## config.mk

```make
export PLATFORM = sky130hd
export DESIGN_NAME = rtc_time_counter
export DESIGN_NICKNAME = d
export VERILOG_FILES = /design/src/rtl/rtc_time_counter.sv
export SDC_FILE = /design/constraint.sdc
export NUM_CORES = 1
export LEC_CHECK = 0
export ABC_AREA = 1
export BUFFER_PORTS_ARGS = -buffer_cell sky130_fd_sc_hd__buf_2
export CORE_ASPECT_RATIO = 1.2
export CORE_MARGIN = 1
export CORE_UTILIZATION = 55
export CTS_BUF_LIST = sky130_fd_sc_hd__clkbuf_16
export DETAILED_ROUTE_END_ITERATION = 7
export HOLD_SLACK_MARGIN = 0.02
export PLACE_DENSITY = 0.73
export RECOVER_POWER = 100
export SLEW_MARGIN = 40
export SYNTH_ARGS = -nofsm -noshare
export SYNTH_HDL_FRONTEND = slang
export SYNTH_SLANG_ARGS = --single-unit
```

## constraint.sdc

```tcl
create_clock -name clk -period 5.2 [get_ports clk]
set_input_delay 0.78 -clock clk [delete_from_list [all_inputs] [get_ports clk]]
set_output_delay 0.78 -clock clk [all_outputs]
set_load 0.01 [all_outputs]
```

## src/rtl/rtc_time_counter.sv

```systemverilog
module rtc_time_counter (
  input  logic       clk,
  input  logic       rst_n,
  input  logic       tick,
  input  logic       wr_en,
  input  logic [2:0] wr_addr,
  input  logic [7:0] wr_data,
  output logic [7:0] sec_o,
  output logic [7:0] min_o,
  output logic [7:0] hour_o,
  output logic [7:0] dow_o,
  output logic [7:0] date_o,
  output logic [7:0] month_o,
  output logic [7:0] year_o,
  output logic [3:0] cfg_o,
  output logic       upd_pulse,
  output logic       upd_irq
);

  logic [7:0] sec_q, min_q, hour_q, dow_q, date_q, month_q, year_q;
  logic       uie_q, bin_q, h24_q, dse_q;
  logic [1:0] run_q;
  logic       fb_done_q, upd_q;

  function automatic logic [6:0] dec(input logic [7:0] v, input logic bin);
    return bin ? v[6:0] : ({3'd0, v[7:4]} * 7'd10 + {3'd0, v[3:0]});
  endfunction

  function automatic logic [7:0] enc(input logic [6:0] v, input logic bin);
    logic [7:0] w;
    w = {1'b0, v};
    return bin ? w : (((w / 8'd10) << 4) | (w % 8'd10));
  endfunction

  wire advance = tick & ~wr_en;

  logic [6:0] s_b, m_b, hv_b, dw_b, dt_b, mo_b, yr_b;
  logic       pm_in;
  logic [4:0] h24;

  assign s_b   = dec(sec_q, bin_q);
  assign m_b   = dec(min_q, bin_q);
  assign hv_b  = dec(h24_q ? hour_q : {1'b0, hour_q[6:0]}, bin_q);
  assign dw_b  = dec(dow_q, bin_q);
  assign dt_b  = dec(date_q, bin_q);
  assign mo_b  = dec(month_q, bin_q);
  assign yr_b  = dec(year_q, bin_q);
  assign pm_in = ~h24_q & hour_q[7];

  always_comb begin
    if (h24_q)           h24 = hv_b[4:0];
    else if (hv_b == 12) h24 = pm_in ? 5'd12 : 5'd0;
    else                 h24 = pm_in ? 5'(hv_b + 7'd12) : hv_b[4:0];
  end

  logic [6:0] mdays;
  always_comb begin
    case (mo_b)
      7'd4, 7'd6, 7'd9, 7'd11: mdays = 7'd30;
      7'd2:                    mdays = (yr_b[1:0] == 2'b00) ? 7'd29 : 7'd28;
      default:                 mdays = 7'd31;
    endcase
  end

  wire at_trig = dse_q && (run_q == 2'd2) && (dw_b == 7'd1) &&
                 (h24 == 5'd1) && (m_b == 7'd59) && (s_b == 7'd59);
  wire spring  = at_trig && (mo_b == 7'd4)  && (dt_b <= 7'd7);
  wire fall    = at_trig && (mo_b == 7'd10) && (dt_b >= 7'd25) && !fb_done_q;

  logic [6:0] s_n, m_n, dw_n, dt_n, mo_n, yr_n;
  logic [4:0] h_n;
  logic       day_roll;

  always_comb begin
    s_n = s_b; m_n = m_b; h_n = h24;
    dw_n = dw_b; dt_n = dt_b; mo_n = mo_b; yr_n = yr_b;
    day_roll = 1'b0;
    if (spring || fall) begin
      s_n = 7'd0;
      m_n = 7'd0;
      h_n = spring ? 5'd3 : 5'd1;
    end else if (s_b != 7'd59) begin
      s_n = s_b + 7'd1;
    end else begin
      s_n = 7'd0;
      if (m_b != 7'd59) begin
        m_n = m_b + 7'd1;
      end else begin
        m_n = 7'd0;
        if (h24 != 5'd23) begin
          h_n = h24 + 5'd1;
        end else begin
          h_n = 5'd0;
          day_roll = 1'b1;
          dw_n = (dw_b >= 7'd7) ? 7'd1 : dw_b + 7'd1;
          if (dt_b < mdays) begin
            dt_n = dt_b + 7'd1;
          end else begin
            dt_n = 7'd1;
            if (mo_b < 7'd12) begin
              mo_n = mo_b + 7'd1;
            end else begin
              mo_n = 7'd1;
              yr_n = (yr_b >= 7'd99) ? 7'd0 : yr_b + 7'd1;
            end
          end
        end
      end
    end
  end

  logic [4:0] h12_n;
  logic [7:0] hour_n;
  always_comb begin
    h12_n = (h_n >= 5'd12) ? h_n - 5'd12 : h_n;
    if (h12_n == 5'd0) h12_n = 5'd12;
    if (h24_q) hour_n = enc({2'd0, h_n}, bin_q);
    else       hour_n = {(h_n >= 5'd12), enc({2'd0, h12_n}, bin_q)[6:0]};
  end

  wire time_wr = wr_en && (wr_addr != 3'd7);

  always_ff @(posedge clk) begin
    if (wr_en) begin
      case (wr_addr)
        3'd0: sec_q   <= wr_data;
        3'd1: min_q   <= wr_data;
        3'd2: hour_q  <= wr_data;
        3'd3: dow_q   <= wr_data;
        3'd4: date_q  <= wr_data;
        3'd5: month_q <= wr_data;
        3'd6: year_q  <= wr_data;
        default: begin
          bin_q <= wr_data[2];
          h24_q <= wr_data[1];
          dse_q <= wr_data[0];
        end
      endcase
    end else if (advance) begin
      sec_q   <= enc(s_n, bin_q);
      min_q   <= enc(m_n, bin_q);
      hour_q  <= hour_n;
      dow_q   <= enc(dw_n, bin_q);
      date_q  <= enc(dt_n, bin_q);
      month_q <= enc(mo_n, bin_q);
      year_q  <= enc(yr_n, bin_q);
    end
  end

  always_ff @(posedge clk or negedge rst_n) begin
    if (!rst_n) begin
      uie_q     <= 1'b0;
      run_q     <= 2'd0;
      fb_done_q <= 1'b0;
      upd_q     <= 1'b0;
    end else begin
      upd_q <= advance;
      if (wr_en && wr_addr == 3'd7) uie_q <= wr_data[4];
      if (time_wr)                      run_q <= 2'd0;
      else if (advance && run_q != 2'd2) run_q <= run_q + 2'd1;
      if (advance && fall)          fb_done_q <= 1'b1;
      else if (advance && day_roll) fb_done_q <= 1'b0;
    end
  end

  assign sec_o     = sec_q;
  assign min_o     = min_q;
  assign hour_o    = hour_q;
  assign dow_o     = dow_q;
  assign date_o    = date_q;
  assign month_o   = month_q;
  assign year_o    = year_q;
  assign cfg_o     = {uie_q, bin_q, h24_q, dse_q};
  assign upd_pulse = upd_q;
  assign upd_irq   = upd_q & uie_q;

  AST_PULSE_AFTER_TICK: assert property (@(posedge clk) disable iff (!rst_n)
    upd_pulse |-> $past(tick && !wr_en));
  AST_WRITE_NO_PULSE: assert property (@(posedge clk) disable iff (!rst_n)
    $past(wr_en) |-> !upd_pulse);
  AST_MIN_HOLD: assert property (@(posedge clk) disable iff (!rst_n)
    (upd_pulse && $past(sec_o) != (cfg_o[2] ? 8'd59 : 8'h59)) |-> $stable(min_o));
  AST_NO_PM_24H: assert property (@(posedge clk) disable iff (!rst_n)
    (upd_pulse && cfg_o[1]) |-> !hour_o[7]);
  AST_UIE_CLEARED: assert property (@(posedge clk)
    !rst_n |-> !cfg_o[3] && !upd_irq);

endmodule

```

==> results.txt <==
- Status: complete, but fails checks
* Violated checks: max-capacitance violations, max-slew violations, negative setup slack
- Power density relative to cell area: between 400 and 500 mW/mm^2
- H-tree depth: 3
* Starting utilization of the core area: 0.561
* Wire per inst: 16.3 um
- The pre-antenna-repair detailed-routing pass consisted of 7 iterations.
* Final-report setup violation count: 6
* Number of unique standard cell types used by synthesis: 58
- Cell internal power was estimated by the tool at 2.57 mW.
- Count of warnings emitted by yosys: 0
- The cell family contributing the most delay on the critical path is simple AND/OR/NAND/NOR gates.
* NetSw: between 2 and 3 mW
- Met2 usage: 0.551
- Final critical-path required period: about 5.4 ns
* Post-route cell area: 0.0130 mm^2
- Setup repair after global routing missed its margin: yes
* Count of clock tree sinks: between 60 and 70
- Max Cap Violations: 1
* Flop pwr share: 0.136
* Leading area contributor after synthesis: sky130_fd_sc_hd__edfxtp_1
* Share of synthesized area occupied by flip-flops and latches: 0.193
- Startpoint class of the critical path: register
- Detailed placement ended at an HPWL of about 22,000 um.
* Layout Nets: 1,879
- Area Growth Syn to Fin: 32.6%
* Fraction of the cycle the final worst path needs: 1.04
* Placed cell areas: around 0.011 mm^2
- The initial antenna violation count is 0.
- Final Wtd Congestion: between 0.9 and 1
* GR Util All Layers: 0.326
- Number of clock buffers inserted by TritonCTS: 9
* Sum of buffers and inverters on the critical path: 11
- From bottom edge to top edge, the die measures ~150 um.
- Crit-path most repeated cell: sky130_fd_sc_hd__nand2_2
* Maximum fanout count along the critical path: 5
- Entering global routing, the biggest net connects 48 pins.
- Clock tree from TritonCTS: done
- Setup Crit Path Kind: reg -> reg
- Sequential standard cell area: approximately 0.0019 mm^2
* Clock latency of the later-clocked register in the worst-skew pair: 0.35 ns
- For this design, the slowest cell found on the critical path is sky130_fd_sc_hd__fa_1.
- DR iter-0 viols: ~920
- Synthesized area: about 0.0098 mm^2
- The share of synthesized area in the top cell type comes to 0.180.
- After synthesis, the share of flip-flops with an asynchronous set or reset is 0.0781.
- STA puts the critical path data arrival time at roughly 5.5 ns.
* Net count after synthesis: between 1.5k and 2k
* Worst clock skew: between 0.007 and 0.008 ns
- Fin worst setup slack: -0.185 ns
- The synthesized design contains 59 enable-type register cells.
* Max_slew headroom: -0.150
* Crit end category: register
- Of the cells placed in the final design, the portion with a size suffix greater than 1 is 0.318.
* Antenna Cells: 0
- Stage delay of the slowest cell on the critical path: between 0.5 and 0.6 ns
* Max-slew violation count: 9
- Post-synthesis area per instance: 6.42 um^2
* Hold violation count in the final report: 0
- Share of total power consumed by net switching: 0.508
- Clock input transition at the sequential cells of the worst setup and hold paths: around 0.06 ns
* Leakage dissipation: roughly 6.5 nW
- Pin slew with the least headroom to its limit: 1.71 ns
* Placement row count: 53
* Number of filler cells placed in the layout: about 1.3k
* Top post-synthesis cells by area: sky130_fd_sc_hd__edfxtp_1 18%, sky130_fd_sc_hd__nand2_1 18%, sky130_fd_sc_hd__ha_1 10%
- The first global-routing pass estimated 47,100 um of wire.
- The total overflow left after global routing is 0.
- GR Util met3: 0.0472
- Fmax achieved: around 190 MHz
* Path depth of the worst reg2reg path: between 40 and 50
- Met1 routing resource usage after global routing: 0.404
- DIE WIDTH: 124 um
* Number of storage elements in the synthesis netlist: 64
- Total length of routed wires: roughly 32,000 um
- For the worst setup path, the data required time is ~5.3 ns.
- Using the TritonRoute via totals, the vias-per-cell ratio works out to roughly 5.7.
- The commonest cells after synthesis are 471 x sky130_fd_sc_hd__nand2_1, 173 x sky130_fd_sc_hd__inv_1, 160 x sky130_fd_sc_hd__nand3_1, 92 x sky130_fd_sc_hd__nor2_1, 82 x sky130_fd_sc_hd__ha_1.
- Hold slack final: about 0.29 ns
- Worst min-delay path class: in -> async
- Clock share of power: 0.113
- In this run the deepest clock path goes through 2 buffers.
* Busiest metal layer after global routing: met2
- Number of cells produced by synthesis: around 1.5k
- Area taken by multi-input logic gates: about 0.008 mm^2
* Area of the placeable core: roughly 0.018 mm^2
* Logic depth of the worst setup path including buffers: 44
- The via count of the first global-routing pass is about 9.9k.
* Cell with the most instances after synthesis: sky130_fd_sc_hd__nand2_1
- Buffers placed on the I/O ports in this run total 76.
* Die area: around 0.018 mm^2
- Primary FF master, synth: sky130_fd_sc_hd__edfxtp_1
- Maximum vdd drop: just over 300 uV
- For this run, design rule violations remaining after detail routing come to 0.
- Vias: around 11k
- During I/O placement, the number of pins put on the boundary was between 70 and 80.
- Buffer type at the clock tree root: sky130_fd_sc_hd__clkbuf_16
- Once detail routing completed, the nets flagged for antenna violations numbered 0.
* Combinational fraction of design power: 0.751
## sequential cells by signal, summed over array words and instances, names as in the netlist, 2 cells and up
register and flops:
year_o 8, date_o 8, min_o 8, dow_o 8, run_q 2, sec_o 8
hour_o 8, month_o 8
## per-stage QoR
stage / util / setup WS [ns] / setup TNS, ns / std cells / power (mW)
floorplan: - / 0.00382 / 0 / 1530 / 2.95
global placement: 0.639 / -0.105 / -0.367 / 1906 / 3.66
detailed placement: 0.639 / -0.208 / -1.45 / 1906 / 3.73
CTS: 0.679 / 0.00234 / 0 / 1945 / 4.44
global route: 0.743 / -0.483 / -8.92 / 1992 / 5.64
finish: 0.743 / -0.185 / -0.768 / 1992 / 5.21
## what timing repair did
action | 4_1_cts | 5_1_grt
buffers inserted | 24 | 46
gates resized for setup | 56 | 235
gates cloned | 0 | 1
pin swaps | 60 | 116
hold buffers | 0 | 0
endpoints found under the setup margin | 16 | 43
hold endpoints to repair | 0 | 0
## per-layer routing
metal / part of all wire / vias up
met5: 0 / -
met4: 0.050 / 0
met3: 0.078 / 143
met2: 0.48 / 511
met1: 0.39 / 5289
li1: - / 5491
## cell families after synthesis
kind of cell | Yosys count | share of synthesized area
buf+inv | 251 | 0.105
flops | 64 | 0.193
xor+xnor | 30 | 0.0275
simple gates | 888 | 0.421
compound gates | 201 | 0.120
fa+ha+maj | 96 | 0.133
## power by group through the flow
stage	logic (mW)	clock network (mW)	registers [mW]
after CTS	3.16	0.581	0.705
final	3.91	0.588	0.708
after floorplan	2.22	0	0.732
after global placement	2.94	0	0.712
after detailed placement	3.01	0	0.714
after global routing	4.33	0.600	0.714
## layout make-up
class	count	share of cell area
tap	220	0.0211
clock buffer	9	0.0173
multi-input combinational	1215	0.611
timing repair buffer	260	0.136
clock inverter	6	0.00404
inverter	218	0.0648
sequential	64	0.146
## path summary, 6_finish.rpt
path	from	endpoint	slack (ns)
max	hour_o[7]	hour_o[2]	-0.18
min	rst_n	run_q[1]	0.29
max reg2reg	hour_o[7]	hour_o[2]	-0.18
min reg2reg	run_q[0]	run_q[0]	0.50
max in group asynchronous	rst_n	fb_done_q	4.67
min in group clk	run_q[0]	run_q[0]	0.50
## layout by cell type (no fill, tap or decap), types with 4 or more instances in the layout
cell,count
sky130_fd_sc_hd__xor2_1,22
sky130_fd_sc_hd__nand3_4,15
sky130_fd_sc_hd__nor2_2,18
sky130_fd_sc_hd__clkbuf_1,58
sky130_fd_sc_hd__ha_1,63
sky130_fd_sc_hd__nand4_1,37
sky130_fd_sc_hd__edfxtp_1,59
sky130_fd_sc_hd__nand2_8,5
sky130_fd_sc_hd__buf_6,12
sky130_fd_sc_hd__nor2_1,76
sky130_fd_sc_hd__nand3_1,137
sky130_fd_sc_hd__a21oi_1,33
sky130_fd_sc_hd__clkbuf_16,10
sky130_fd_sc_hd__or2_1,8
sky130_fd_sc_hd__inv_2,58
sky130_fd_sc_hd__xnor2_1,4
sky130_fd_sc_hd__nand2_2,95
sky130_fd_sc_hd__inv_1,153
sky130_fd_sc_hd__inv_4,4
sky130_fd_sc_hd__nand3b_1,9
sky130_fd_sc_hd__ha_2,7
sky130_fd_sc_hd__nand2_1,395
sky130_fd_sc_hd__or2_2,5
sky130_fd_sc_hd__buf_4,146
sky130_fd_sc_hd__o21ai_1,38
sky130_fd_sc_hd__ha_4,12
sky130_fd_sc_hd__nand2_4,30
sky130_fd_sc_hd__nand3_2,30
sky130_fd_sc_hd__buf_2,35
sky130_fd_sc_hd__o21ai_0,64
sky130_fd_sc_hd__o21ai_4,9
sky130_fd_sc_hd__o211ai_1,7
sky130_fd_sc_hd__nor2_4,10
sky130_fd_sc_hd__o21ai_2,19
sky130_fd_sc_hd__a21oi_2,5
sky130_fd_sc_hd__dfrtp_1,5
sky130_fd_sc_hd__a21oi_4,4
sky130_fd_sc_hd__buf_12,4
sky130_fd_sc_hd__fa_1,11
## worst register-to-register path, delay by kind of cell (launching register included)
family | cells | cell delay, ns
and+or+nand+nor | 26 | 2.40
adders and majority gates | 5 | 1.23
buffers and inverters | 11 | 0.85
DFF | 1 | 0.40
xor gates and xnor gates | 1 | 0.15
AOI/OAI and AO/OA | 1 | 0.10
(Power assumes the default switching activity.)
